$ cat src/rtl/boot_pkg.sv
package boot_pkg;
  localparam int DATA_W      = 32;
  localparam int INSTR_BYTES = 9;
  localparam int OP1_OFS     = 1;
  localparam int OP2_OFS     = 5;

  localparam logic [7:0] OP_CFG_WR = 8'h01;
  localparam logic [7:0] OP_IO_WR  = 8'h02;
  localparam logic [7:0] OP_MEM_WR = 8'h03;
  localparam logic [7:0] OP_BNE    = 8'h04;
  localparam logic [7:0] OP_CFG_RD = 8'h05;
  localparam logic [7:0] OP_ANDOR  = 8'h06;
  localparam logic [7:0] OP_BRA    = 8'h07;
  localparam logic [7:0] OP_IO_RD  = 8'h08;
  localparam logic [7:0] OP_MEM_RD = 8'h09;
  localparam logic [7:0] OP_PREFIX = 8'hE1;
  localparam logic [7:0] OP_END    = 8'hEE;

  typedef enum logic [3:0] {
    ST_IDLE, ST_CHECK, ST_F_OPC, ST_F_OP1, ST_F_OP2, ST_EXEC,
    ST_MEM_W, ST_MEM_R, ST_IO_W, ST_IO_R,
    ST_CFG_A, ST_CFG_D, ST_CFG_Z, ST_NEXT, ST_FIN
  } state_e;
endpackage

$ cat src/rtl/boot_decode.sv
module boot_decode
  import boot_pkg::*;
(
  input  logic [7:0]        opc_i,
  input  logic [DATA_W-1:0] op1_i,
  input  logic [DATA_W-1:0] op2_i,
  input  logic [DATA_W-1:0] acc_i,
  output logic [7:0]        eff_opc_o,
  output logic [DATA_W-1:0] eff_a_o,
  output logic [DATA_W-1:0] eff_b_o
);
  // prefix: inner opcode from OP2, operands shift by one slot
  always_comb begin
    if (opc_i == OP_PREFIX) begin
      eff_opc_o = op2_i[7:0];
      eff_a_o   = acc_i;
      eff_b_o   = op1_i;
    end else begin
      eff_opc_o = opc_i;
      eff_a_o   = op1_i;
      eff_b_o   = op2_i;
    end
  end
endmodule

$ cat src/rtl/boot_branch.sv
module boot_branch
  import boot_pkg::*;
(
  input  logic [DATA_W-1:0] off_i,
  input  logic [DATA_W-1:0] len_i,
  input  logic [DATA_W-1:0] rel_i,
  input  logic [DATA_W-1:0] acc_i,
  input  logic [DATA_W-1:0] cmp_i,
  output logic [DATA_W-1:0] target_o,
  output logic              oor_o,
  output logic              differ_o
);
  localparam logic [DATA_W-1:0] STEP = DATA_W'(INSTR_BYTES);

  assign target_o = off_i + STEP + rel_i;
  assign oor_o    = target_o > len_i;
  assign differ_o = acc_i != cmp_i;
endmodule

$ cat src/rtl/boot_table_engine.sv
module boot_table_engine
  import boot_pkg::*;
#(
  parameter int ADDR_W = 32,
  parameter int PORT_W = 16
) (
  input  logic              clk_i,
  input  logic              rst_ni,
  input  logic              start_i,
  input  logic [ADDR_W-1:0] base_i,
  input  logic [31:0]       len_i,
  output logic              busy_o,
  output logic              done_o,
  output logic              err_o,
  output logic [31:0]       acc_o,
  output logic              mem_req_o,
  output logic              mem_we_o,
  output logic [ADDR_W-1:0] mem_addr_o,
  output logic [31:0]       mem_wdata_o,
  input  logic [31:0]       mem_rdata_i,
  input  logic              mem_ack_i,
  output logic              io_req_o,
  output logic              io_we_o,
  output logic [PORT_W-1:0] io_addr_o,
  output logic [7:0]        io_wdata_o,
  input  logic [7:0]        io_rdata_i,
  input  logic              io_ack_i,
  output logic              cfg_req_o,
  output logic              cfg_we_o,
  output logic              cfg_sel_o,
  output logic [31:0]       cfg_wdata_o,
  input  logic [31:0]       cfg_rdata_i,
  input  logic              cfg_ack_i
);
  localparam logic [DATA_W-1:0] STEP = DATA_W'(INSTR_BYTES);

  state_e              state_q;
  logic [ADDR_W-1:0]   base_q;
  logic [DATA_W-1:0]   len_q, off_q, acc_q, op1_q, op2_q;
  logic [7:0]          opc_q;
  logic                err_q;

  logic [7:0]          eff_opc;
  logic [DATA_W-1:0]   eff_a, eff_b, target;
  logic                oor, differ;

  boot_decode u_decode (
    .opc_i(opc_q), .op1_i(op1_q), .op2_i(op2_q), .acc_i(acc_q),
    .eff_opc_o(eff_opc), .eff_a_o(eff_a), .eff_b_o(eff_b)
  );

  boot_branch u_branch (
    .off_i(off_q), .len_i(len_q), .rel_i(eff_a), .acc_i(acc_q), .cmp_i(eff_b),
    .target_o(target), .oor_o(oor), .differ_o(differ)
  );

  always_ff @(posedge clk_i or negedge rst_ni) begin
    if (!rst_ni) begin
      state_q <= ST_IDLE;
      base_q  <= '0;
      len_q   <= '0;
      off_q   <= '0;
      acc_q   <= '0;
      op1_q   <= '0;
      op2_q   <= '0;
      opc_q   <= '0;
      err_q   <= 1'b0;
    end else begin
      unique case (state_q)
        ST_IDLE: if (start_i) begin
          base_q  <= base_i;
          len_q   <= len_i;
          off_q   <= '0;
          acc_q   <= '0;
          err_q   <= 1'b0;
          state_q <= ST_CHECK;
        end
        ST_CHECK: state_q <= (len_q - off_q < STEP) ? ST_FIN : ST_F_OPC;
        ST_F_OPC: if (mem_ack_i) begin
          opc_q   <= mem_rdata_i[7:0];
          state_q <= ST_F_OP1;
        end
        ST_F_OP1: if (mem_ack_i) begin
          op1_q   <= mem_rdata_i;
          state_q <= ST_F_OP2;
        end
        ST_F_OP2: if (mem_ack_i) begin
          op2_q   <= mem_rdata_i;
          state_q <= ST_EXEC;
        end
        ST_EXEC: begin
          opc_q <= eff_opc;
          op1_q <= eff_a;
          op2_q <= eff_b;
          unique case (eff_opc)
            OP_CFG_WR, OP_CFG_RD: state_q <= ST_CFG_A;
            OP_IO_WR:  state_q <= ST_IO_W;
            OP_IO_RD:  state_q <= ST_IO_R;
            OP_MEM_WR: state_q <= ST_MEM_W;
            OP_MEM_RD: state_q <= ST_MEM_R;
            OP_END:    state_q <= ST_FIN;
            OP_ANDOR: begin
              acc_q   <= (acc_q & eff_b) | eff_a;
              state_q <= ST_NEXT;
            end
            OP_BRA, OP_BNE: begin
              if (eff_opc == OP_BNE && !differ) begin
                state_q <= ST_NEXT;
              end else if (oor) begin
                err_q   <= 1'b1;
                state_q <= ST_FIN;
              end else begin
                off_q   <= target;
                state_q <= ST_CHECK;
              end
            end
            default: state_q <= ST_NEXT;
          endcase
        end
        ST_MEM_W: if (mem_ack_i) state_q <= ST_NEXT;
        ST_MEM_R: if (mem_ack_i) begin
          acc_q   <= mem_rdata_i;
          state_q <= ST_NEXT;
        end
        ST_IO_W: if (io_ack_i) state_q <= ST_NEXT;
        ST_IO_R: if (io_ack_i) begin
          acc_q   <= {{(DATA_W-8){1'b0}}, io_rdata_i};
          state_q <= ST_NEXT;
        end
        ST_CFG_A: if (cfg_ack_i) state_q <= ST_CFG_D;
        ST_CFG_D: if (cfg_ack_i) begin
          if (opc_q == OP_CFG_RD) begin
            acc_q   <= cfg_rdata_i;
            state_q <= ST_NEXT;
          end else begin
            state_q <= ST_CFG_Z;
          end
        end
        ST_CFG_Z: if (cfg_ack_i) state_q <= ST_NEXT;
        ST_NEXT: begin
          off_q   <= off_q + STEP;
          state_q <= ST_CHECK;
        end
        ST_FIN:  state_q <= ST_IDLE;
        default: state_q <= ST_IDLE;
      endcase
    end
  end

  assign busy_o = state_q != ST_IDLE;
  assign done_o = state_q == ST_FIN;
  assign err_o  = err_q;
  assign acc_o  = acc_q;

  assign mem_req_o = state_q inside {ST_F_OPC, ST_F_OP1, ST_F_OP2, ST_MEM_W, ST_MEM_R};
  assign mem_we_o  = state_q == ST_MEM_W;
  always_comb begin
    unique case (state_q)
      ST_F_OP1: mem_addr_o = base_q + ADDR_W'(off_q) + ADDR_W'(OP1_OFS);
      ST_F_OP2: mem_addr_o = base_q + ADDR_W'(off_q) + ADDR_W'(OP2_OFS);
      ST_MEM_W, ST_MEM_R: mem_addr_o = op2_q[ADDR_W-1:0];
      default:  mem_addr_o = base_q + ADDR_W'(off_q);
    endcase
  end
  assign mem_wdata_o = op1_q;

  assign io_req_o   = state_q inside {ST_IO_W, ST_IO_R};
  assign io_we_o    = state_q == ST_IO_W;
  assign io_addr_o  = op2_q[PORT_W-1:0];
  assign io_wdata_o = op1_q[7:0];

  assign cfg_req_o   = state_q inside {ST_CFG_A, ST_CFG_D, ST_CFG_Z};
  assign cfg_we_o    = !(state_q == ST_CFG_D && opc_q == OP_CFG_RD);
  assign cfg_sel_o   = state_q == ST_CFG_D;
  assign cfg_wdata_o = (state_q == ST_CFG_A) ? op2_q :
                       (state_q == ST_CFG_D) ? op1_q : '0;

  // one interface at a time, nothing while idle
  a_r13_one_req: assert property (@(posedge clk_i) disable iff (!rst_ni)
    $onehot0({mem_req_o, io_req_o, cfg_req_o}));
  a_r13_req_busy: assert property (@(posedge clk_i) disable iff (!rst_ni)
    (mem_req_o || io_req_o || cfg_req_o) |-> busy_o);
  // a data-port write is always followed by the zero address write
  a_r2_cfg_close: assert property (@(posedge clk_i) disable iff (!rst_ni)
    (cfg_req_o && cfg_ack_i && cfg_we_o && cfg_sel_o) |=>
      (cfg_req_o && cfg_we_o && !cfg_sel_o && cfg_wdata_o == '0));
  // done is a single-cycle pulse; accumulator frozen while idle
  a_r9_done_pulse: assert property (@(posedge clk_i) disable iff (!rst_ni)
    done_o |=> !done_o);
  a_r9_acc_hold: assert property (@(posedge clk_i) disable iff (!rst_ni)
    (!busy_o && !start_i) |=> $stable(acc_o));
  // error only appears together with completion
  a_r12_err_done: assert property (@(posedge clk_i) disable iff (!rst_ni)
    $rose(err_o) |-> done_o);
endmodule

$ cat config.mk
export PLATFORM = sky130hd
export DESIGN_NAME = boot_table_engine
export DESIGN_NICKNAME = d
export VERILOG_FILES = /design/src/rtl/boot_pkg.sv /design/src/rtl/boot_decode.sv /design/src/rtl/boot_branch.sv /design/src/rtl/boot_table_engine.sv
export SDC_FILE = /design/constraint.sdc
export NUM_CORES = 1
export LEC_CHECK = 0
export BUFFER_PORTS_ARGS = -buffer_cell sky130_fd_sc_hd__buf_2
export CAP_MARGIN = 30
export CELL_PAD_IN_SITES_DETAIL_PLACEMENT = 2
export CELL_PAD_IN_SITES_GLOBAL_PLACEMENT = 2
export CORE_MARGIN = 4
export CORE_UTILIZATION = 31
export CTS_CLUSTER_DIAMETER = 40
export DETAILED_ROUTE_END_ITERATION = 10
export GPL_ROUTABILITY_DRIVEN = 0
export PLACE_DENSITY = 0.77
export SYNTH_ARGS = -nofsm -noshare
export SYNTH_HDL_FRONTEND = slang
export SYNTH_SLANG_ARGS = --single-unit
$ cat constraint.sdc
create_clock -name clk_i -period 6.2 [get_ports clk_i]
set_input_delay 0.93 -clock clk_i [delete_from_list [all_inputs] [get_ports clk_i]]
set_output_delay 0.93 -clock clk_i [all_outputs]
set_load 0.05 [all_outputs]
=== After elaboration in Yosys (flattened, before gate mapping) ===
Index checks and enable logic that the tools add are counted.

* Output and inout bits: 162
* Input port bits: 142
* Register bits: 205
* Logic and storage cells: 131

* Equal/unequal tests: 44
* $lt $le $gt $ge: 2
* Reduce and logical (&&, ||, !) cells: 27
* Muxes and demuxes: 41
* Add/subtract/negate cells: 6
* Bitwise gates (word level): 2

{| class="wikitable"
|+ Operators with widths
! operator !! number
|-
| $mux 32 || 13
|-
| $pmux 32 s3 || 2
|-
| $pmux 32 s5 || 1
|-
| $pmux 32 s2 || 2
|-
| $add 32x32->32 || 2
|-
| $mux 4 || 12
|-
| $pmux 4 s12 || 1
|-
| $eq 8x3->1 const B || 5
|-
| $add 32x1->32 const B || 1
|-
| $add 32x3->32 const B || 1
|-
| $add 32x4->32 const B || 1
|-
| $and 32x32->32 || 1
|-
| $gt 32x32->1 || 1
|-
| $lt 32x4->1 const B || 1
|-
| $ne 32x32->1 || 1
|-
| $or 32x32->32 || 1
|-
| $sub 32x32->32 || 1
|-
| $eq 4x4->1 const B || 7
|-
| $pmux 4 s7 || 1
|-
| $ne 2x2->1 const B || 12
|-
| $eq 4x3->1 const B || 4
|-
| $eq 8x2->1 const B || 2
|-
| $eq 8x4->1 const B || 2
|-
| $eq 8x8->1 const B || 2
|-
| other kinds (20) || 45
|}

=== Longest topological paths before layout ===
* Depth in word-level cells: 8
* Gate-level depth with buffers: 31
* Mapped depth without buffers: 28

=== Cells and area by module ===
A second synthesis with hierarchy kept.

* Cell total of the unflattened synthesis: 2,377
* Area total of the unflattened synthesis: 19,398.6 µm²

{| class="wikitable"
|+ Modules (own cells, without submodules)
! module !! area each (µm²) !! times used !! cells an instance !! sequential area each (µm²)
|-
| boot_table_engine || 15,272.1 || 1 || 1,863 || 5,129.9
|-
| boot_branch || 3,258.1 || 1 || 428 || 0.0
|-
| boot_decode || 868.3 || 1 || 86 || 0.0
|}

=== Worst setup path after synthesis ===
Ideal clock, no wire load.

* Path type: reg-to-reg
* From: reg opc_q[1]
* To: reg off_q[17]
* Cell stages (with the launch flop): 30
* Data required time: 6,073 ps
* Clock period less this slack: 6,497 ps
* Library setup time: 127 ps
* Setup slack: -297 ps
* Arrival time: 6,370 ps
* Path through: dfrtp_1 -> or4b_4 -> nor3_2 -> clkbuf_1 -> buf_1 -> nand2_1 -> nand2_1 -> ha_1 -> clkbuf_1 -> and3_1 -> a221oi_1 -> a21o_1 -> a21oi_1 -> o21ai_0 -> a21boi_0 -> o41ai_1 -> o21ba_2 -> o311ai_1 -> ha_1 -> nand4_1 -> nor3_1 -> nand4_1 -> nor4_1 -> o21ai_0 -> nor3_4 -> nor2_1 -> buf_4 -> buf_6 -> a221oi_2 -> a21oi_1

* Word-level cells in the longest chain between the ends: 7
* Elaborated cells on any way between the ends: 20

{| class="wikitable"
|+ Ends and longest elaborated chain
! item !! RTL line !! text
|-
| start, declared || boot_table_engine.sv:40 || <nowiki>logic [7:0] opc_q;</nowiki>
|-
| start signal, assigned || boot_table_engine.sv:80 || <nowiki>opc_q <= mem_rdata_i[7:0];</nowiki>
|-
| start signal, assigned || boot_table_engine.sv:92 || <nowiki>opc_q <= eff_opc;</nowiki>
|-
| parallel branches: the longest is 7 deep, another holds $add 32x32->32 || - ||
|-
| end signal, assigned || boot_table_engine.sv:113 || <nowiki>off_q <= target;</nowiki>
|-
| end signal, assigned || boot_table_engine.sv:141 || <nowiki>off_q <= off_q + STEP;</nowiki>
|-
| end, declared || boot_table_engine.sv:39 || <nowiki>logic [DATA_W-1:0] len_q, off_q, acc_q, op1_q, op2_q;</nowiki>
|}

Several ways; the timed one is not identified. The select of a mux whose other input is x is not followed.
A chain may end at the register's enable or synchronous reset.

=== Final worst setup path ===
* From: reg off_q[0]
* To: reg off_q[27]

* Word-level cells in the longest chain between the ends: 6
* Elaborated cells on any way between the ends: 9

{| class="wikitable"
|+ Ends and longest elaborated chain
! item !! RTL line
|-
| $add 32x4->32 * || boot_branch.sv:15, boot_table_engine.sv:141
|-
| parallel branches: the longest is 5 deep, another holds $add 32x32->32 || -
|}

Every way passes the cells marked *. The select of a mux whose other input is x is not followed.

==> impl_metrics.yaml <==
yosys:
  synth_warn: 0
  synth_seq_cells: 205
  synthesized_area_fraction_occupied_by_ao_oa_aoi_and_oai_cells_pct: 26.2
  post_synth_num_cell_types: 89
  main_flop_type_after_synthesis: "sky130_fd_sc_hd__dfrtp_1"
  xor_xnor_share_of_the_synthesized_area_pct: 5.18
  synth_fp_nets: 2658
  syn_avg_cell_area_um2: 8.19
  yosys.area_share.adder_pct: 10.7
  synth_top_family_by_area: "compound AO/OA/AOI/OAI gates"
  synth_edf_count: 0
  synth_seq_area_share_pct: 26.6
  synthArstFlopShare_pct: 100
  synth_simple_gate_area_share_pct: 18.4
  post_synth_inst_count: 2353
  netlist_area_um2: 19300
  synth.area.mux_share_pct: 7.48
sta:
  finalSetupViolCount: 37
  worst-slew-pin-transition_ns: 1.04
  fin_worst_hold_slack_ns: 0.327
  timing.slew.headroom_pct: 30.6
  worst_case_setup_margin_in_the_final_layout_ns: -0.409
  highest_clock_rate_ghz: 0.151
  finalCritPeriodShare_pct: 107
  rsz0062_at_grt: "true"
  fin_skew_ns: 0.0487
  minimum_clock_period_ns: 6.61
  final_hold_viol_count: 0
  pins_over_their_slew_limit: 0
clock_network:
  clock_tree_from_tritoncts: "done"
  total_number_of_clock_tree_sinks: 205
  post_cts_hold_buffer_count: 0
  tritoncts.num_buffers: 51
  clock_pin_slew_reported_for_the_worst_setup_and_hold_paths_after_clock_tree_synthesis_ns: 0.05
  clock_tree.root_cell: "sky130_fd_sc_hd__clkbuf_16"
  cts-htree-levels: 2
  cts-root-to-sink-buffers: 3
  clock_latency_ns: 0.64
grt:
  global_route_wire_length_before_repair_um: 146000
  grt_pass1_vias: 23157
  grt_start_max_net_pins: 127
  antenna_found_initial: 7
  globalRouteMet1Util_pct: 34.7
  grt_use_total_pct: 28.3
  globalRoute.busiestLayer: "met2"
  global_route.usage.met2_pct: 50.0
  globalRouteMet3Util_pct: 3.92
  grt_remaining_overflow: 0
critical_path:
  cp-end-kind: "register"
  timing.critical_path.arrival_ns: 7.12
  critPathSlowestCell: "sky130_fd_sc_hd__xnor2_1"
  worst_ep_required_time_ns: 6.72
  critical_path_cell_count: 27
  cp_max_fo: 8
  worstSetupPathType: "reg2reg"
  r2r.worst_path.cells: 27
  critical_path.startpoint_type: "register"
  timing.critical_path.buf_inv: 6
  cpLargestDelayFamily: "compound AO/OA/AOI/OAI gates"
  slowest_delay_ns: 0.61
route:
  remaining_drc_errors: 0
  dr.first_iter.drc_count: 1640
  drt_pre_antenna_iters: 5
  postRouteWirelength_um: 108000
  antenna_violating_nets_post_route: 0
  avgRoutedWirePerCell_um: 30.0
  vias: 21845
  drt-vias-per-instance: 6.06
finish:
  finish.net_count: 3025
  drive_gt1_share_pct: 28.4
  mostFrequentLayoutCell: "sky130_fd_sc_hd__nand2_1"
  layout-area-overhead-vs-synth_pct: 31.4
  final_core_util_pct: 41.1
  layout.cells.most_common_list: "sky130_fd_sc_hd__nand2_1, sky130_fd_sc_hd__buf_2, sky130_fd_sc_hd__dfrtp_1, sky130_fd_sc_hd__o21ai_0, sky130_fd_sc_hd__ha_1"
floorplanning:
  placeableCoreArea_um2: 61600
  number_of_core_rows: 91
  initial_utilization_pct: 31.3
  ioPinCount: 304
  die_w_um: 257
  die-area_um2: 66200
  floorplan.die.height_um: 257
placed_design:
  numPortBuffers: 303
  place.detailed.hpwl_um: 75500
run_status:
  violations: "setup timing"
  status: "finished with violations"
worst_hold_path:
  worstHoldPathType: "in2async"
run:
  drv_cap: 0
flip-flops by register name, indices dropped and copies added (netlist names):
register	count
off_q	32
acc_o	32
op2_q	32
opc_q	8
err_o	1
state_q	4
len_q	32
mem_wdata_o	32
base_q	32
through the flow:
stage | instances | instance area (um2) | setup WS, ns | TNS (ns)
global route | 3602 | 25300 | -0.666 | -21.37
global placement | 3470 | 22200 | -0.137 | -2.87
floorplan | 2353 | 19300 | 0.0333 | 0
detailed placement | 3470 | 22200 | -0.402 | -11.93
finish | 3603 | 25300 | -0.409 | -11.85
CTS | 3570 | 24200 | 0.00449 | 0
synth_stat cells, types with 12 or more instances:
master                     count  area [um2]
sky130_fd_sc_hd__nor2b_1      13        81.3
sky130_fd_sc_hd__a211oi_1     18         135
sky130_fd_sc_hd__dfrtp_1     205        5130
sky130_fd_sc_hd__o21ai_1      14        70.1
sky130_fd_sc_hd__mux2i_1      71         711
sky130_fd_sc_hd__nand2b_1     23         144
sky130_fd_sc_hd__a31oi_1      15        93.8
sky130_fd_sc_hd__o221ai_1     18         158
sky130_fd_sc_hd__buf_1        15        56.3
sky130_fd_sc_hd__and3_1       21         131
sky130_fd_sc_hd__clkbuf_1     90         338
sky130_fd_sc_hd__nand3_1      59         295
sky130_fd_sc_hd__nand2_1     376        1410
sky130_fd_sc_hd__inv_1        99         372
sky130_fd_sc_hd__nand4_1      29         181
sky130_fd_sc_hd__nor3_1       38         190
sky130_fd_sc_hd__xnor2_1      84         736
sky130_fd_sc_hd__a21oi_2      27         236
sky130_fd_sc_hd__o21ai_0     164         821
sky130_fd_sc_hd__a21oi_1     141         706
sky130_fd_sc_hd__a221oi_1     15         131
sky130_fd_sc_hd__mux2_2       65         732
sky130_fd_sc_hd__a22oi_1      38         285
sky130_fd_sc_hd__nor4_1       23         144
sky130_fd_sc_hd__ha_1        160        2000
sky130_fd_sc_hd__and2_1       12        75.1
sky130_fd_sc_hd__a21o_1       84         631
sky130_fd_sc_hd__nor2_1      105         394
sky130_fd_sc_hd__o211ai_1     24         180
sky130_fd_sc_hd__o21a_1       20         150
sky130_fd_sc_hd__a22o_1       39         342
sky130_fd_sc_hd__buf_4        25         188
sky130_fd_sc_hd__xor2_1       30         263
sky130_fd_sc_hd__and4_1       12         105
metal layers:
| layer | part of all wire [%] | routed length [um] |
|---|---|---|
| met5 | 0.012 | 13 |
| met4 | 5.9 | 6340 |
| met3 | 6.4 | 6910 |
| met2 | 50 | 53500 |
| met1 | 38 | 41300 |
path summary, 6_finish.rpt:
kind | slack, ns | to | from
setup / recovery | -0.41 | off_q[27] | off_q[0]
hold / removal | 0.33 | op2_q[29] | rst_ni
setup reg to reg | -0.41 | off_q[27] | off_q[0]
hold reg to reg | 0.52 | base_q[12] | base_q[12]
max in group asynchronous | 4.36 | len_q[27] | rst_ni
min in group clk_i | 0.52 | base_q[12] | base_q[12]
worst register-to-register path, cell delays in order, from the launching register on:
cell                       delay [ns]
sky130_fd_sc_hd__dfrtp_1         0.39
sky130_fd_sc_hd__ha_1            0.24
sky130_fd_sc_hd__a21oi_1         0.44
sky130_fd_sc_hd__nor2_1          0.25
sky130_fd_sc_hd__xnor2_1         0.61
sky130_fd_sc_hd__ha_1            0.40
sky130_fd_sc_hd__buf_4           0.17
sky130_fd_sc_hd__o21a_1          0.09
sky130_fd_sc_hd__o21a_1          0.20
sky130_fd_sc_hd__a31oi_1         0.27
sky130_fd_sc_hd__buf_4           0.20
sky130_fd_sc_hd__o21ai_0         0.13
sky130_fd_sc_hd__buf_4           0.18
sky130_fd_sc_hd__xnor2_1         0.54
sky130_fd_sc_hd__ha_1            0.27
sky130_fd_sc_hd__nand4_1         0.17
sky130_fd_sc_hd__nor2_2          0.26
sky130_fd_sc_hd__nand2_1         0.18
sky130_fd_sc_hd__a211oi_1        0.40
sky130_fd_sc_hd__o21ai_1         0.16
sky130_fd_sc_hd__o21ai_2         0.13
sky130_fd_sc_hd__nor3_4          0.07
sky130_fd_sc_hd__nor2_4          0.14
sky130_fd_sc_hd__buf_12          0.17
sky130_fd_sc_hd__buf_6           0.12
sky130_fd_sc_hd__buf_6           0.11
sky130_fd_sc_hd__a21oi_2         0.03
sky130_fd_sc_hd__o211ai_1        0.17
layout make-up:
| type | instances | area, um2 |
|---|---|---|
| inverter | 99 | 372 |
| multi-input combinational | 1907 | 13900 |
| tap | 837 | 1050 |
| clock buffer | 71 | 1470 |
| sequential | 205 | 5130 |
| fill | 6748 | 36300 |
| timing repair buffer | 456 | 2950 |
| antenna | 5 | 12.5 |
| clock inverter | 23 | 404 |
repair_timing:
action | in CTS | in global routing
cloned | 1 | 7
resized for setup | 13 | 142
buffers inserted | 5 | 25
pin swaps | 3 | 36
setup endpoints to repair | 37 | 49
kinds of logic (layout without fill, tap and decap cells):
| kind of cell | Yosys count | in the layout |
|---|---|---|
| and+or+nand+nor | 756 | 756 |
| AOI/OAI and AO/OA | 738 | 738 |
| buffers and inverters | 241 | 649 |
| DFF | 205 | 205 |
| adders and majority gates | 163 | 163 |
| muxes | 136 | 136 |
| xor gates and xnor gates | 114 | 114 |
| other | 0 | 5 |
Power is left out: the tool's default activity adds up to more than one toggle a clock period on the data nets, which glitch-free logic cannot reach.
